==> config.mk <==
export PLATFORM = sky130hd
export DESIGN_NAME = hnmr_manager
export DESIGN_NICKNAME = d
export VERILOG_FILES = /design/src/rtl/hnmr_pkg.sv /design/src/rtl/hnmr_voter.sv /design/src/rtl/hnmr_disagree.sv /design/src/rtl/hnmr_reconfig.sv /design/src/rtl/hnmr_manager.sv
export SDC_FILE = /design/constraint.sdc
export NUM_CORES = 1
export LEC_CHECK = 0
export ABC_AREA = 1
export BUFFER_PORTS_ARGS = -buffer_cell sky130_fd_sc_hd__buf_2
export CAP_MARGIN = 20
export CORE_MARGIN = 2
export CORE_UTILIZATION = 48
export DETAILED_ROUTE_END_ITERATION = 16
export GPL_TIMING_DRIVEN = 0
export MAX_ROUTING_LAYER = met4
export PLACE_DENSITY_LB_ADDON = 0.2
export SYNTH_ARGS = -nofsm -noshare
export SYNTH_HDL_FRONTEND = slang
export SYNTH_SLANG_ARGS = --single-unit
==> constraint.sdc <==
create_clock -name clk -period 6.07 [get_ports clk]
set_input_delay 0.607 -clock clk [delete_from_list [all_inputs] [get_ports clk]]
set_output_delay 0.607 -clock clk [all_outputs]
set_load 0.03 [all_outputs]
==> src/rtl/hnmr_pkg.sv <==
package hnmr_pkg;

    // Reconfiguration unit states
    typedef enum logic [0:0] {
        RC_SPARES = 1'b0,   // at least one unused standby remains
        RC_BARE   = 1'b1    // every standby has been consumed
    } rc_state_e;

    // Transition taken on a retirement edge
    typedef enum logic [1:0] {
        T_NONE      = 2'd0,
        T_SWAP      = 2'd1,
        T_LAST_SWAP = 2'd2,
        T_DROP      = 2'd3
    } rc_trans_e;

endpackage

==> src/rtl/hnmr_voter.sv <==
module hnmr_voter #(
    parameter int S = 5,
    parameter int W = 8
) (
    input  logic [S*W-1:0] slot_bus_i,
    input  logic [S-1:0]   active_i,
    output logic [W-1:0]   voted_o
);
    localparam int CW = $clog2(S + 1) + 1;

    logic [CW-1:0] n_active;

    always_comb begin
        n_active = '0;
        for (int i = 0; i < S; i++) begin
            n_active = n_active + {{(CW-1){1'b0}}, active_i[i]};
        end
    end

    for (genvar b = 0; b < W; b++) begin : g_bit
        logic [CW-1:0] ones;
        always_comb begin
            ones = '0;
            for (int i = 0; i < S; i++) begin
                ones = ones + {{(CW-1){1'b0}}, (active_i[i] & slot_bus_i[i*W + b])};
            end
        end
        // strict majority: 2*ones > active count
        assign voted_o[b] = ({ones[CW-2:0], 1'b0} > n_active);
    end

endmodule

==> src/rtl/hnmr_disagree.sv <==
module hnmr_disagree #(
    parameter int S = 5,
    parameter int W = 8,
    parameter int K = 2
) (
    input  logic           clk,
    input  logic           rst_n,
    input  logic [S*W-1:0] slot_bus_i,
    input  logic [W-1:0]   voted_i,
    input  logic [S-1:0]   active_i,
    output logic [S-1:0]   decide_o
);
    localparam int CW = $clog2(K + 1);
    localparam logic [CW-1:0] LIMIT = CW'(K - 1);

    logic [S-1:0] mism;

    for (genvar i = 0; i < S; i++) begin : g_slot
        logic [CW-1:0] run_q;

        assign mism[i]     = active_i[i] && (slot_bus_i[i*W +: W] != voted_i);
        assign decide_o[i] = mism[i] && (run_q == LIMIT);

        always_ff @(posedge clk or negedge rst_n) begin
            if (!rst_n) begin
                run_q <= '0;
            end else if (!mism[i]) begin
                run_q <= '0;              // any agreement restarts the count
            end else if (run_q != LIMIT) begin
                run_q <= run_q + 1'b1;
            end
        end

        if (K >= 2) begin : g_filt
            // a decision needs a disagreement in the cycle before
            p_needs_history_r4: assert property (@(posedge clk) disable iff (!rst_n)
                decide_o[i] |-> $past(mism[i]));
        end
    end

endmodule

==> src/rtl/hnmr_reconfig.sv <==
module hnmr_reconfig
    import hnmr_pkg::*;
#(
    parameter int N = 3,
    parameter int M = 2
) (
    input  logic           clk,
    input  logic           rst_n,
    input  logic [N+M-1:0] decide_i,
    output logic [N+M-1:0] active_o,
    output logic           fault_o,
    output logic           multi_o,
    output logic           exhausted_o
);
    localparam int S  = N + M;
    localparam int IW = (S > 1) ? $clog2(S) : 1;
    localparam int PW = $clog2(M + 2);
    localparam logic [S-1:0] PRIMARY_MASK = S'((1 << N) - 1);
    localparam rc_state_e RESET_STATE = (M > 0) ? RC_SPARES : RC_BARE;

    rc_state_e    state_q, state_d;
    rc_trans_e    trans;
    logic [S-1:0] mask_q, mask_d;
    logic [PW-1:0] ptr_q, ptr_d;
    logic [IW-1:0] victim;
    logic          any_hit, multi_hit;
    logic          fault_q, multi_q;

    // lowest-index slot that reached its decision
    always_comb begin
        victim = '0;
        for (int i = S - 1; i >= 0; i--) begin
            if (decide_i[i]) victim = IW'(i);
        end
        any_hit   = |decide_i;
        multi_hit = ($countones(decide_i) > 1);
    end

    // next state, next mask, next standby pointer
    always_comb begin
        state_d = state_q;
        mask_d  = mask_q;
        ptr_d   = ptr_q;
        trans   = T_NONE;
        if (any_hit) begin
            mask_d[victim] = 1'b0;
            unique case (state_q)
                RC_SPARES: begin
                    for (int j = 0; j < M; j++) begin
                        if (int'(ptr_q) == j) mask_d[N + j] = 1'b1;
                    end
                    ptr_d = ptr_q + 1'b1;
                    if (int'(ptr_q) + 1 >= M) begin
                        state_d = RC_BARE;
                        trans   = T_LAST_SWAP;
                    end else begin
                        trans   = T_SWAP;
                    end
                end
                RC_BARE: begin
                    trans = T_DROP;
                end
            endcase
        end
    end

    // state register
    always_ff @(posedge clk or negedge rst_n) begin
        if (!rst_n) begin
            state_q <= RESET_STATE;
            mask_q  <= PRIMARY_MASK;
            ptr_q   <= '0;
        end else begin
            state_q <= state_d;
            mask_q  <= mask_d;
            ptr_q   <= ptr_d;
        end
    end

    // output register
    always_ff @(posedge clk or negedge rst_n) begin
        if (!rst_n) begin
            fault_q <= 1'b0;
            multi_q <= 1'b0;
        end else begin
            fault_q <= (trans != T_NONE);
            multi_q <= multi_hit;
        end
    end

    assign active_o    = mask_q;
    assign fault_o     = fault_q;
    assign multi_o     = multi_q;
    assign exhausted_o = (state_q == RC_BARE);

    // a swap brings in exactly one new slot on the next edge
    p_swap_adds_one_r6: assert property (@(posedge clk) disable iff (!rst_n)
        (state_q == RC_SPARES && any_hit) |=> ($countones(mask_q & ~$past(mask_q)) == 1));

    // a drop brings in nothing
    p_drop_adds_none_r7: assert property (@(posedge clk) disable iff (!rst_n)
        (state_q == RC_BARE && any_hit) |=> ((mask_q & ~$past(mask_q)) == '0));

endmodule

==> src/rtl/hnmr_manager.sv <==
module hnmr_manager #(
    parameter int N = 3,
    parameter int M = 2,
    parameter int W = 8,
    parameter int K = 2
) (
    input  logic               clk,
    input  logic               rst_n,
    input  logic [(N+M)*W-1:0] slot_bus_i,
    output logic [W-1:0]       voted_o,
    output logic [N+M-1:0]     active_mask_o,
    output logic               fault_o,
    output logic               multi_fault_o,
    output logic               spares_exhausted_o
);
    localparam int S = N + M;
    localparam logic [S-1:0] PRIMARY_MASK = S'((1 << N) - 1);

    logic [S-1:0] active;
    logic [S-1:0] decide;
    logic [W-1:0] voted;

    hnmr_voter #(.S(S), .W(W)) u_voter (
        .slot_bus_i (slot_bus_i),
        .active_i   (active),
        .voted_o    (voted)
    );

    hnmr_disagree #(.S(S), .W(W), .K(K)) u_disagree (
        .clk        (clk),
        .rst_n      (rst_n),
        .slot_bus_i (slot_bus_i),
        .voted_i    (voted),
        .active_i   (active),
        .decide_o   (decide)
    );

    hnmr_reconfig #(.N(N), .M(M)) u_reconfig (
        .clk         (clk),
        .rst_n       (rst_n),
        .decide_i    (decide),
        .active_o    (active),
        .fault_o     (fault_o),
        .multi_o     (multi_fault_o),
        .exhausted_o (spares_exhausted_o)
    );

    assign voted_o       = voted;
    assign active_mask_o = active;

    // at most one slot leaves per edge
    p_one_retire_r5: assert property (@(posedge clk) disable iff (!rst_n)
        $countones($past(active) & ~active) <= 1);

    // a fault pulse always accompanies a mask change
    p_fault_moves_mask_r5: assert property (@(posedge clk) disable iff (!rst_n)
        fault_o |-> (active != $past(active)));

    // the active count never grows
    p_no_regrow_r9: assert property (@(posedge clk) disable iff (!rst_n)
        $countones(active) <= $countones($past(active)));

    // primaries never rejoin
    p_no_primary_rejoin_r6: assert property (@(posedge clk) disable iff (!rst_n)
        ((active & ~$past(active) & PRIMARY_MASK) == '0));

    // exhaustion is sticky
    p_exhaust_sticky_r7: assert property (@(posedge clk) disable iff (!rst_n)
        spares_exhausted_o |=> spares_exhausted_o);

    // multi-fault only together with a fault
    p_multi_with_fault_r8: assert property (@(posedge clk) disable iff (!rst_n)
        multi_fault_o |-> fault_o);

    // a column on which all active slots agree is passed through
    for (genvar b = 0; b < W; b++) begin : g_col
        logic [S-1:0] col;
        for (genvar i = 0; i < S; i++) begin : g_pick
            assign col[i] = slot_bus_i[i*W + b];
        end
        p_unanimous_one_r3: assert property (@(posedge clk) disable iff (!rst_n)
            ((active != '0) && ((col & active) == active)) |-> voted[b]);
        p_unanimous_zero_r3: assert property (@(posedge clk) disable iff (!rst_n)
            ((col & active) == '0) |-> !voted[b]);
    end

endmodule

* Word-level counts from Yosys, hierarchy flattened *
Index checks and enable logic that the tools add are counted.
Widths: inputs -> output; s select.

word-level totals
  input port bits = 42
  memory bits (read-only) = 0
  output and inout bits = 16
  bits in latches = 0
  register bits = 20
  memories kept = 0
  logic and storage cells = 173
  memory bits (writable) = 0

operators by class
  div/mod/pow operators = 0
  muxes and demuxes = 25
  bitwise logic cells = 43
  add/subtract/negate cells = 47
  magnitude comparators = 12
  shifts and indexed selects = 0
  $mul = 0
  equal/unequal tests = 21
  reduce and logical (&&, ||, !) cells = 15

operators with widths
  cell                 count
  $add 3x1->3          24
  $and 1x1->1          40
  $ne 8x8->1           5
  $add 32x1->32        1
  $add 32x32->32       1
  $ge 32x3->1 const B  1
  $gt 32x2->1 const B  1
  $gt 4x4->1           8
  $mux 2               13
  $add 1x1->2          11
  $mux 3               5
  $add 2x1->2 const B  6
  $add 4x1->4          3
  $logic_and 1x1->1    11
  $eq 2x1->1 const B   5
  $ne 2x1->1 const B   5
  $ne 2x2->1 const B   5
  $and 5x5->5          1
  $mux 1               5
  $not 5->5            1
  $reduce_or 5->1      1
  $lt 3x4->1 const B   1
  $pmux 2 s2           1
  $add 2x1->3 const B  1
  7 further kinds      7

* Logic depth before layout (Yosys ltp) *
Gate-level depths: netlist (run 1).

  depth after elaboration = 22
  depth in mapped cells = 30
  mapped depth without buffers = 29

* Hierarchy *
From an unflattened synthesis (run 1), not the netlist that was laid out.

unflattened totals
  cell total of the unflattened synthesis = 458
  area, all modules = 3055.4 um^2

modules (own cells, without submodules)
  module         seq. area each (um^2)  times used  cells an instance  area each (um^2)
  hnmr_voter     0.0                    1           210                1383.8
  hnmr_disagree  250.2                  1           189                1141.1
  hnmr_reconfig  254.0                  1           59                 530.5

* Worst setup path after synthesis (run 1) *
OpenSTA, ideal clock, no wires.

  path type = reg2reg
  from = register u_reconfig.mask_q[1], in the netlist u_reconfig.active_o[1]
  to = register u_reconfig.multi_q, in the netlist u_reconfig.multi_o
  setup slack = 1170 ps
  required time = 5953 ps
  path buffers = 1
  arrival = 4783 ps
  clock period less this slack = 4900 ps
  setup time = 117 ps
  stages on the path, launching flop included = 31
  cells stage by stage = dfstp_2 -> clkbuf_1 -> nand2_1 -> inv_1 -> ha_1 -> inv_1 -> fa_1 -> inv_1 -> ha_1 -> inv_1 -> fa_1 -> inv_1 -> ha_1 -> nand2_1 -> nand2_2 -> nand2_4 -> nand2_4 -> nand2_2 -> nand2_1 -> inv_1 -> nand2_1 -> nor2_2 -> nand2_2 -> nand2_2 -> nor2_4 -> ha_1 -> ha_1 -> a21o_1 -> inv_1 -> fa_1 -> nand2_1

between the ends
  longest elaborated chain between the ends = 13
  elaborated cells between the ends (all ways) = 72
  those cells by class = add/sub: 40; order compare: 9; eq/ne: 5; bitwise: 8; reduce/logical: 10

RTL lines
  element                                                              RTL line             RTL
  start, declared                                                      hnmr_reconfig.sv:23  logic [S-1:0] mask_q, mask_d;
  start signal, assigned                                               hnmr_reconfig.sv:75  mask_q <= mask_d;
  parallel branches: the longest is 5 deep, another holds $add 4x1->4  --
  $gt 4x4->1 *                                                         hnmr_voter.sv:29     assign voted_o[b] = ({ones[CW-2:0], 1'b0} > n_active);
  via voted_o[5]                                                       hnmr_manager.sv:10   output logic [W-1:0] voted_o,
  $ne 8x8->1                                                           hnmr_disagree.sv:21  assign mism[i] = active_i[i] && (slot_bus_i[i*W +: W] != voted_i);
  $logic_and 1x1->1                                                    hnmr_disagree.sv:21
  $logic_and 1x1->1                                                    hnmr_disagree.sv:22  assign decide_o[i] = mism[i] && (run_q == LIMIT);
  $add 1x1->2 (implied by the code)                                    hnmr_reconfig.sv:36  multi_hit = ($countones(decide_i) > 1);
  $add 32x32->32 (implied by the code)                                 hnmr_reconfig.sv:36
  $add 32x1->32 (implied by the code) *                                hnmr_reconfig.sv:36
  $gt 32x2->1 *                                                        hnmr_reconfig.sv:36
  via u_reconfig.multi_hit                                             hnmr_reconfig.sv:26  logic any_hit, multi_hit;
  end signal, assigned                                                 hnmr_reconfig.sv:87  multi_q <= multi_hit;
  end, declared                                                        hnmr_reconfig.sv:27  logic fault_q, multi_q;

Mark *: on every way through the listed nets, which the timed path passes.
A chain may end at the register's enable or synchronous reset.

* Worst setup path after layout (run 1) *
  from = register u_reconfig.mask_q[1], in the netlist u_reconfig.active_o[1]
  to = register u_reconfig.multi_q, in the netlist u_reconfig.multi_o

between the ends
  longest elaborated chain between the ends = 13
  elaborated cells between the ends (all ways) = 72
  those cells by class = add/sub: 40; order compare: 9; eq/ne: 5; bitwise: 8; reduce/logical: 10

RTL lines
  element                                                                  RTL line
  parallel branches: the longest is 11 deep, another holds $add 32x32->32  --
  $add 32x1->32 (implied by the code) *                                    hnmr_reconfig.sv:36
  $gt 32x2->1 *                                                            hnmr_reconfig.sv:36
  via u_reconfig.multi_hit                                                 hnmr_reconfig.sv:26

Marks and branches as above.

==> impl_metrics.yaml, run 1 <==
global_routing:
  grt_pass1_vias: 3041
  grt_max_degree: 21
  grt_pass1_wl_um: 13300
  overflow: 0
  grt.total_usage_pct: 21.7
  antenna_found_initial: 0
worst_setup_path:
  startpoint_type: "flop"
  worstSetupPathType: "reg -> reg"
  r2r-start: "u_reconfig.active_o[1]$_DFFE_PN1P_"
  cp-startpoint: "u_reconfig.active_o[1]$_DFFE_PN1P_"
  timing.rr.end: "u_reconfig.multi_o$_DFF_PN0_"
  r2r_setup_slack_ps: 600
  cp_slowest_cell: "dfstp_2"
  critPathMaxFanout: 10
  cp.arrival_ps: 5620
  cp_common_cell: "inv_1"
  max_stage_delay_ps: 580
  endpoint_kind: "flop"
  cp_data_required_time_ps: 6230
  reg2reg_depth: 28
sta:
  finalSetupViolCount: 0
  drv_slew: 0
  rsz0062_at_grt: "no"
  max-slew-margin-rel_pct: 54.9
  hold_violations: 0
  setup_ws_ps: 604
  fin_worst_skew_ps: 6.25
  finalSetupTns_ps: 0
  worst_pin_slew_ps: 676
  fin_crit_sh_pct: 90.0
  fin_crit_ps: 5470
  fmax_mhz: 183
power:
  p_total_w: 0.000347
  p_leak_nw: 2.48
  clkPwrFrac_pct: 38.4
  sw_frac_of_total_pct: 26.5
  p_per_area_nw_per_um2: 86.6
  combPwrFrac_pct: 22.4
  power_switching_w: 0.0000918
  seq_power_share_pct: 39.1
  vdd_drop_max_mv: 0.127
  internal_power_w: 0.000255
yosys:
  syn_nets: 604
  syn_area_per_cell_um2: 7.08
  synth-seq-area-share_pct: 14.3
  ys_async_sr_fraction_pct: 100
  synthFlopType: "dfrtp_1"
  synth_edf_count: 0
  ys_ff_latch: 20
  synth_area_um2: 3520
  ys_types: 24
  synth_cells: 497
  synth_warnings: 0
clock_network:
  clk_latency_ps: 260
  cts_sinks: 20
  clock_path_buffers: 2
  cts_tree: "done"
  post_cts_buffers: 0
  clkTransAtPathRegs_ps: 80
  hold_buffers: 0
  cts_buffers: 3
  root_buffer: "clkbuf_8"
  postCtsResizedCells: 0
  h-tree-depth: 1
finish:
  utilization_pct: 55.7
  syn_to_final_growth_pct: 13.7
  drive_above_1_share_pct: 20.4
  antenna_cells: 0
  nets: 666
  nFillCells: 740
floorplanning:
  io_pins: 58
  initial_core_util_pct: 49.0
  die_w_um: 89.6
  dieArea_um2: 8030
  die_h_um: 89.6
  fp-row-count: 31
  core_area_um2: 7180
placed_design:
  dpl_worst_slack_ps: 594
  port_buffers: 57
  place_congestion: 0.906
  place_hpwl_um: 6500
job:
  maxCapViolCount: 0
routing:
  via_per_inst: 4.78
  wl_um: 7780
  drt-pass1-iter-count: 4
  final_antenna_net_count: 0
  wl_per_cell_um: 11.8
  drc: 0
  vias: 3143
  first_iter_violations: 86
hold_path:
  hold_class: "in -> async"
status:
  status: "completed"
==> worst max-delay path by stage <==
stage | endpoint
CTS | u_reconfig.multi_o$_DFF_PN0_
global placement | u_reconfig.multi_o$_DFF_PN0_
floorplan | u_reconfig.multi_o$_DFF_PN0_
finish | u_reconfig.multi_o$_DFF_PN0_
global route | u_reconfig.multi_o$_DFF_PN0_
detailed placement | u_reconfig.multi_o$_DFF_PN0_
==> power by group through the flow <==
stage                     registers [W]  logic (W)  clock network, W
after global routing           0.000136  0.0000881          0.000142
after floorplan                0.000139  0.0000447                 0
after CTS                      0.000136  0.0000788          0.000136
after detailed placement       0.000138  0.0000784                 0
after global placement         0.000138  0.0000763                 0
final                          0.000136  0.0000778          0.000133
==> area by class of cell <==
type | instances | area (um^2) | area share, %
timing repair buffer | 57 | 285 | 7.13
clock inverter | 1 | 30.0 | 0.751
sequential | 20 | 504 | 12.6
clock buffer | 3 | 41.3 | 1.03
buffer | 5 | 21.3 | 0.532
inverter | 111 | 419 | 10.5
tap | 99 | 124 | 3.10
multi-input combinational | 361 | 2570 | 64.4
==> metrics by stage <==
| stage | hold WS (ps) | instance area [um^2] | cells |
|---|---|---|---|
| floorplan | 311 | 3520 | 497 |
| global placement | 470 | 3930 | 653 |
| detailed placement | 477 | 3930 | 653 |
| CTS | 290 | 4000 | 657 |
| global route | 310 | 4000 | 657 |
| finish | 277 | 4000 | 657 |
==> flip-flops by register name, indices dropped and copies added, names as in the netlist <==
signal / count
u_reconfig.ptr_q: 2
u_disagree.g_slot.run_q: 10
u_reconfig.active_o: 5
u_reconfig.exhausted_o: 1
u_reconfig.multi_o: 1
u_reconfig.fault_o: 1
==> placed cells by master, fill, tap and decap left out <==
cell       Yosys  layout
clkbuf_8       0       3
clkbuf_1       3       3
xor2_1         6       6
a211oi_1       1       1
buf_2          2      59
nand3b_1      31      31
nand3_2        9       9
fa_1          19      19
ha_1          46      46
nand3_4        4       4
o31ai_1        4       4
dfstp_2        3       3
bufinv_16      0       1
nand3_1       20      20
inv_4          1       1
o21bai_1       1       1
nor2_2         1       1
nor2_1        21      21
a21o_1         1       1
dfrtp_1       17      17
nand2_4       18      18
nand2_1      161     161
o21ai_1        3       3
inv_1        110     110
nand2_2       11      11
nor2_4         4       4
==> critical path, delay by kind of cell, from the launching register on <==
family / cells / cell delay, ps
compound gates: 1 / 110
fa+ha+maj: 8 / 2560
buf+inv: 8 / 970
flops: 1 / 580
simple gates: 11 / 1130
==> kinds of logic after synthesis <==
| logic type | Yosys count | synth area share, % |
|---|---|---|
| compound gates | 10 | 1.92 |
| simple gates | 280 | 42.6 |
| xor+xnor | 6 | 1.49 |
| fa+ha+maj | 65 | 27.2 |
| flops | 20 | 14.3 |
| buf+inv | 116 | 12.5 |
==> synth_stat cells (6+ instances only) <==
master | instances | share of area (%)
dfrtp_1 | 17 | 12
fa_1 | 19 | 11
nand2_4 | 18 | 5.8
nand3_1 | 20 | 2.8
nand2_1 | 161 | 17
nand3_2 | 9 | 2.6
nand2_2 | 11 | 2.0
nand3b_1 | 31 | 6.6
nor2_1 | 21 | 2.2
ha_1 | 46 | 16
inv_1 | 110 | 12
xor2_1 | 6 | 1.5
==> routing by layer <==
metal | track usage (%) | part of all wire, % | up-vias
met2 | 37.8 | 49 | 60
li1 | - | - | 1627
met1 | 28.1 | 47 | 1448
met4 | 2.58 | 0.80 | 0
met5 | - | 0 | -
met3 | 2.47 | 3.9 | 8
Note: power is estimated with default switching activity, not from simulation.
==> inputs of run 2 (changes only) <==
--- a/config.mk
+++ b/config.mk
@@ -16,4 +16,5 @@
 export PLACE_DENSITY_LB_ADDON = 0.2
 export SYNTH_ARGS = -nofsm -noshare
 export SYNTH_HDL_FRONTEND = slang
+export SYNTH_HIERARCHICAL = 1
 export SYNTH_SLANG_ARGS = --single-unit
==> run 2 against run 1 <==
Net effect:
- non-clock buffer count grew 6
- critical path depth shrank 4
- register-to-register slack gained 470 ps
- wire length shrank 16%
- area after synthesis shrank 13%
- via count shrank 15%
- total power shrank 12%
- flip-flop and latch count is the same
- synthesized cell count shrank 7.8%
- cell area shrank 12%
- utilization grew 0.47 points
- global-route usage shrank 1.7 points
- largest power group unchanged
==> impl_metrics.yaml, run 2 <==
clock_network:
  root_buffer: "clkbuf_8"
  post_cts_buffers: 0
  cts_sinks: 20
  cts_buffers: 3
  h-tree-depth: 1
  hold_buffers: 0
  cts_tree: "done"
  clk_latency_ps: 260
  postCtsResizedCells: 0
  clkTransAtPathRegs_ps: 80
  clock_path_buffers: 2
power:
  power_switching_w: 0.0000662
  seq_power_share_pct: 43.4
  combPwrFrac_pct: 13.3
  vdd_drop_max_mv: 0.0781
  internal_power_w: 0.000240
  clkPwrFrac_pct: 43.2
  p_leak_nw: 2.32
  p_per_area_nw_per_um2: 87.4
  sw_frac_of_total_pct: 21.6
global_routing:
  antenna_found_initial: 0
  grtUsageMet3_pct: 3.17
  grt.busiest_layer: "met2"
  use_met1_pct: 27.6
  grt.total_usage_pct: 20.1
  grt_pass1_vias: 2490
  grt_max_degree: 21
  met2_usage_pct: 32.7
  overflow: 0
  grt_pass1_wl_um: 11100
job:
  maxCapViolCount: 0
placed_design:
  port_buffers: 57
  place_hpwl_um: 5450
  dpl_worst_slack_ps: 1020
  place_congestion: 0.867
hold_path:
  hold_class: "in -> async"
floorplanning:
  die_w_um: 83.8
  io_pins: 58
  fp-row-count: 29
  core_area_um2: 6240
  die_h_um: 83.8
  dieArea_um2: 7020
  initial_core_util_pct: 49.0
worst_setup_path:
  worstPathCellList: "fa_1, fa_1, ha_1, inv_1, fa_1, inv_1, nor2_1, nand2_1, nand2_1, inv_1, inv_1, nand2_1, nand2_1, nand2_1, nor2_1, nand2_1, nand2_1, nor2_1, inv_1, fa_1, inv_1, ha_1, a21oi_1, nand2_1"
  endpoint_kind: "flop"
  reg2reg_depth: 24
  cp_data_required_time_ps: 6220
  cp_slowest_cell: "dfstp_2"
  max_stage_delay_ps: 590
  worstSetupPathType: "reg -> reg"
  cp.arrival_ps: 5140
  critPathMaxFanout: 7
  startpoint_type: "flop"
  cp_common_cell: "nand2_1"
yosys:
  ys_top_cells_by_area: "nand2_1 20%, fa_1 18%, dfrtp_1 14%"
  synth_top_cell_area_share_pct: 19.5
  synthFlopType: "dfrtp_1"
  synth_warnings: 6
  synth-seq-area-share_pct: 16.5
  synth_area_um2: 3060
  synth_edf_count: 0
  ys_async_sr_fraction_pct: 100
  ys_types: 21
  synth_common_cells: "159 x nand2_1, 113 x inv_1, 47 x nor2_1, 27 x fa_1, 26 x ha_1"
  ys_ff_latch: 20
  syn_nets: 553
  syn_area_per_cell_um2: 6.67
  synth_cells: 458
  yosys.area.top_type: "nand2_1"
  yosysMostFrequentCell: "nand2_1"
finish:
  drive_above_1_share_pct: 15.6
  layout_common_cells: "159 x nand2_1, 113 x inv_1, 63 x buf_2"
  regMostFlops: "u_disagree/g_slot.run_q"
  antenna_cells: 0
  final_common_cell: "nand2_1"
  syn_to_final_growth_pct: 14.8
  nets: 615
  utilization_pct: 56.2
  largest_reg_flops: 10
sta:
  setup_ws_ps: 1080
  finalSetupTns_ps: 0
  hold_violations: 0
  rsz0062_at_grt: "no"
  worst_pin_slew_ps: 574
  fin_worst_skew_ps: 5.05
  fin_crit_sh_pct: 82.3
  fin_crit_ps: 4990
  fmax_mhz: 200
  finalSetupViolCount: 0
  max-slew-margin-rel_pct: 61.7
  drv_slew: 0
routing:
  via_per_inst: 4.49
  drc: 0
  vias: 2675
  wl_um: 6530
  final_antenna_net_count: 0
  first_iter_violations: 114
  drt-pass1-iter-count: 4
  wl_per_cell_um: 10.9
status:
  status: "completed"
## run 2: cell families after synthesis
kind of cell	synth area share (%)
adders and majority gates	28.3
xor gates and xnor gates	8.60
AOI/OAI and AO/OA	1.47
and+or+nand+nor	28.6
DFF	16.5
buffers and inverters	16.5
## run 2: routing by layer
| layer | wire, um | up-vias |
|---|---|---|
| met5 | 0 | - |
| met4 | 37 | 0 |
| met3 | 480 | 5 |
| met2 | 3070 | 64 |
| met1 | 2940 | 1193 |
| li1 | - | 1413 |
## run 2: power by group through the flow
stage	Combinational (W)	Sequential, W	Clock, W
finish	0.0000409	0.000133	0.000133
global route	0.0000462	0.000133	0.000141
CTS	0.0000415	0.000133	0.000136
detailed placement	0.0000414	0.000136	0
global placement	0.0000409	0.000136	0
floorplan	0.0000164	0.000136	0
## run 2: final cells by class
cell class                      instances  area, um^2
Fill cell                             643        2730
Multi-Input combinational cell        312        2050
Sequential cell                        20         504
Inverter                              115         432
Timing Repair Buffer                   57         285
Tap cell                               77        96.3
Buffer                                 11        71.3
Clock buffer                            3        41.3
Clock inverter                          1        30.0
## run 2: final timing paths
| path | from | to | slack, ps |
|---|---|---|---|
| hold reg to reg | u_reconfig/ptr_q[1]$_DFFE_PN0P_ | u_reconfig/ptr_q[1]$_DFFE_PN0P_ | 500 |
| setup / recovery | u_reconfig/active_o[1]$_DFFE_PN1P_ | u_reconfig/multi_o$_DFF_PN0_ | 1080 |
| min in group clk | u_reconfig/ptr_q[1]$_DFFE_PN0P_ | u_reconfig/ptr_q[1]$_DFFE_PN0P_ | 500 |
| setup reg to reg | u_reconfig/active_o[1]$_DFFE_PN1P_ | u_reconfig/multi_o$_DFF_PN0_ | 1080 |
| max in group asynchronous | rst_n | u_reconfig/active_o[0]$_DFFE_PN1P_ | 5450 |
| hold / removal | rst_n | u_disagree/g_slot[2].run_q[1]$_DFFE_PN0P_ | 280 |
## run 2: critical path: cells and delay by family, from the launching register on
family / cells / cell delay [ps]
compound gates: 1 / 130
fa+ha+maj: 6 / 2320
buf+inv: 6 / 910
flops: 1 / 590
simple gates: 11 / 920
## run 2: stage by stage
stage	hold slack [ps]	total power, W	cell area [um^2]	std cells
floorplan	311	0.000152	3060	458
global placement	463	0.000177	3440	592
detailed placement	487	0.000177	3440	592
CTS	294	0.000311	3510	596
global route	304	0.000321	3510	596
finish	283	0.000307	3510	596
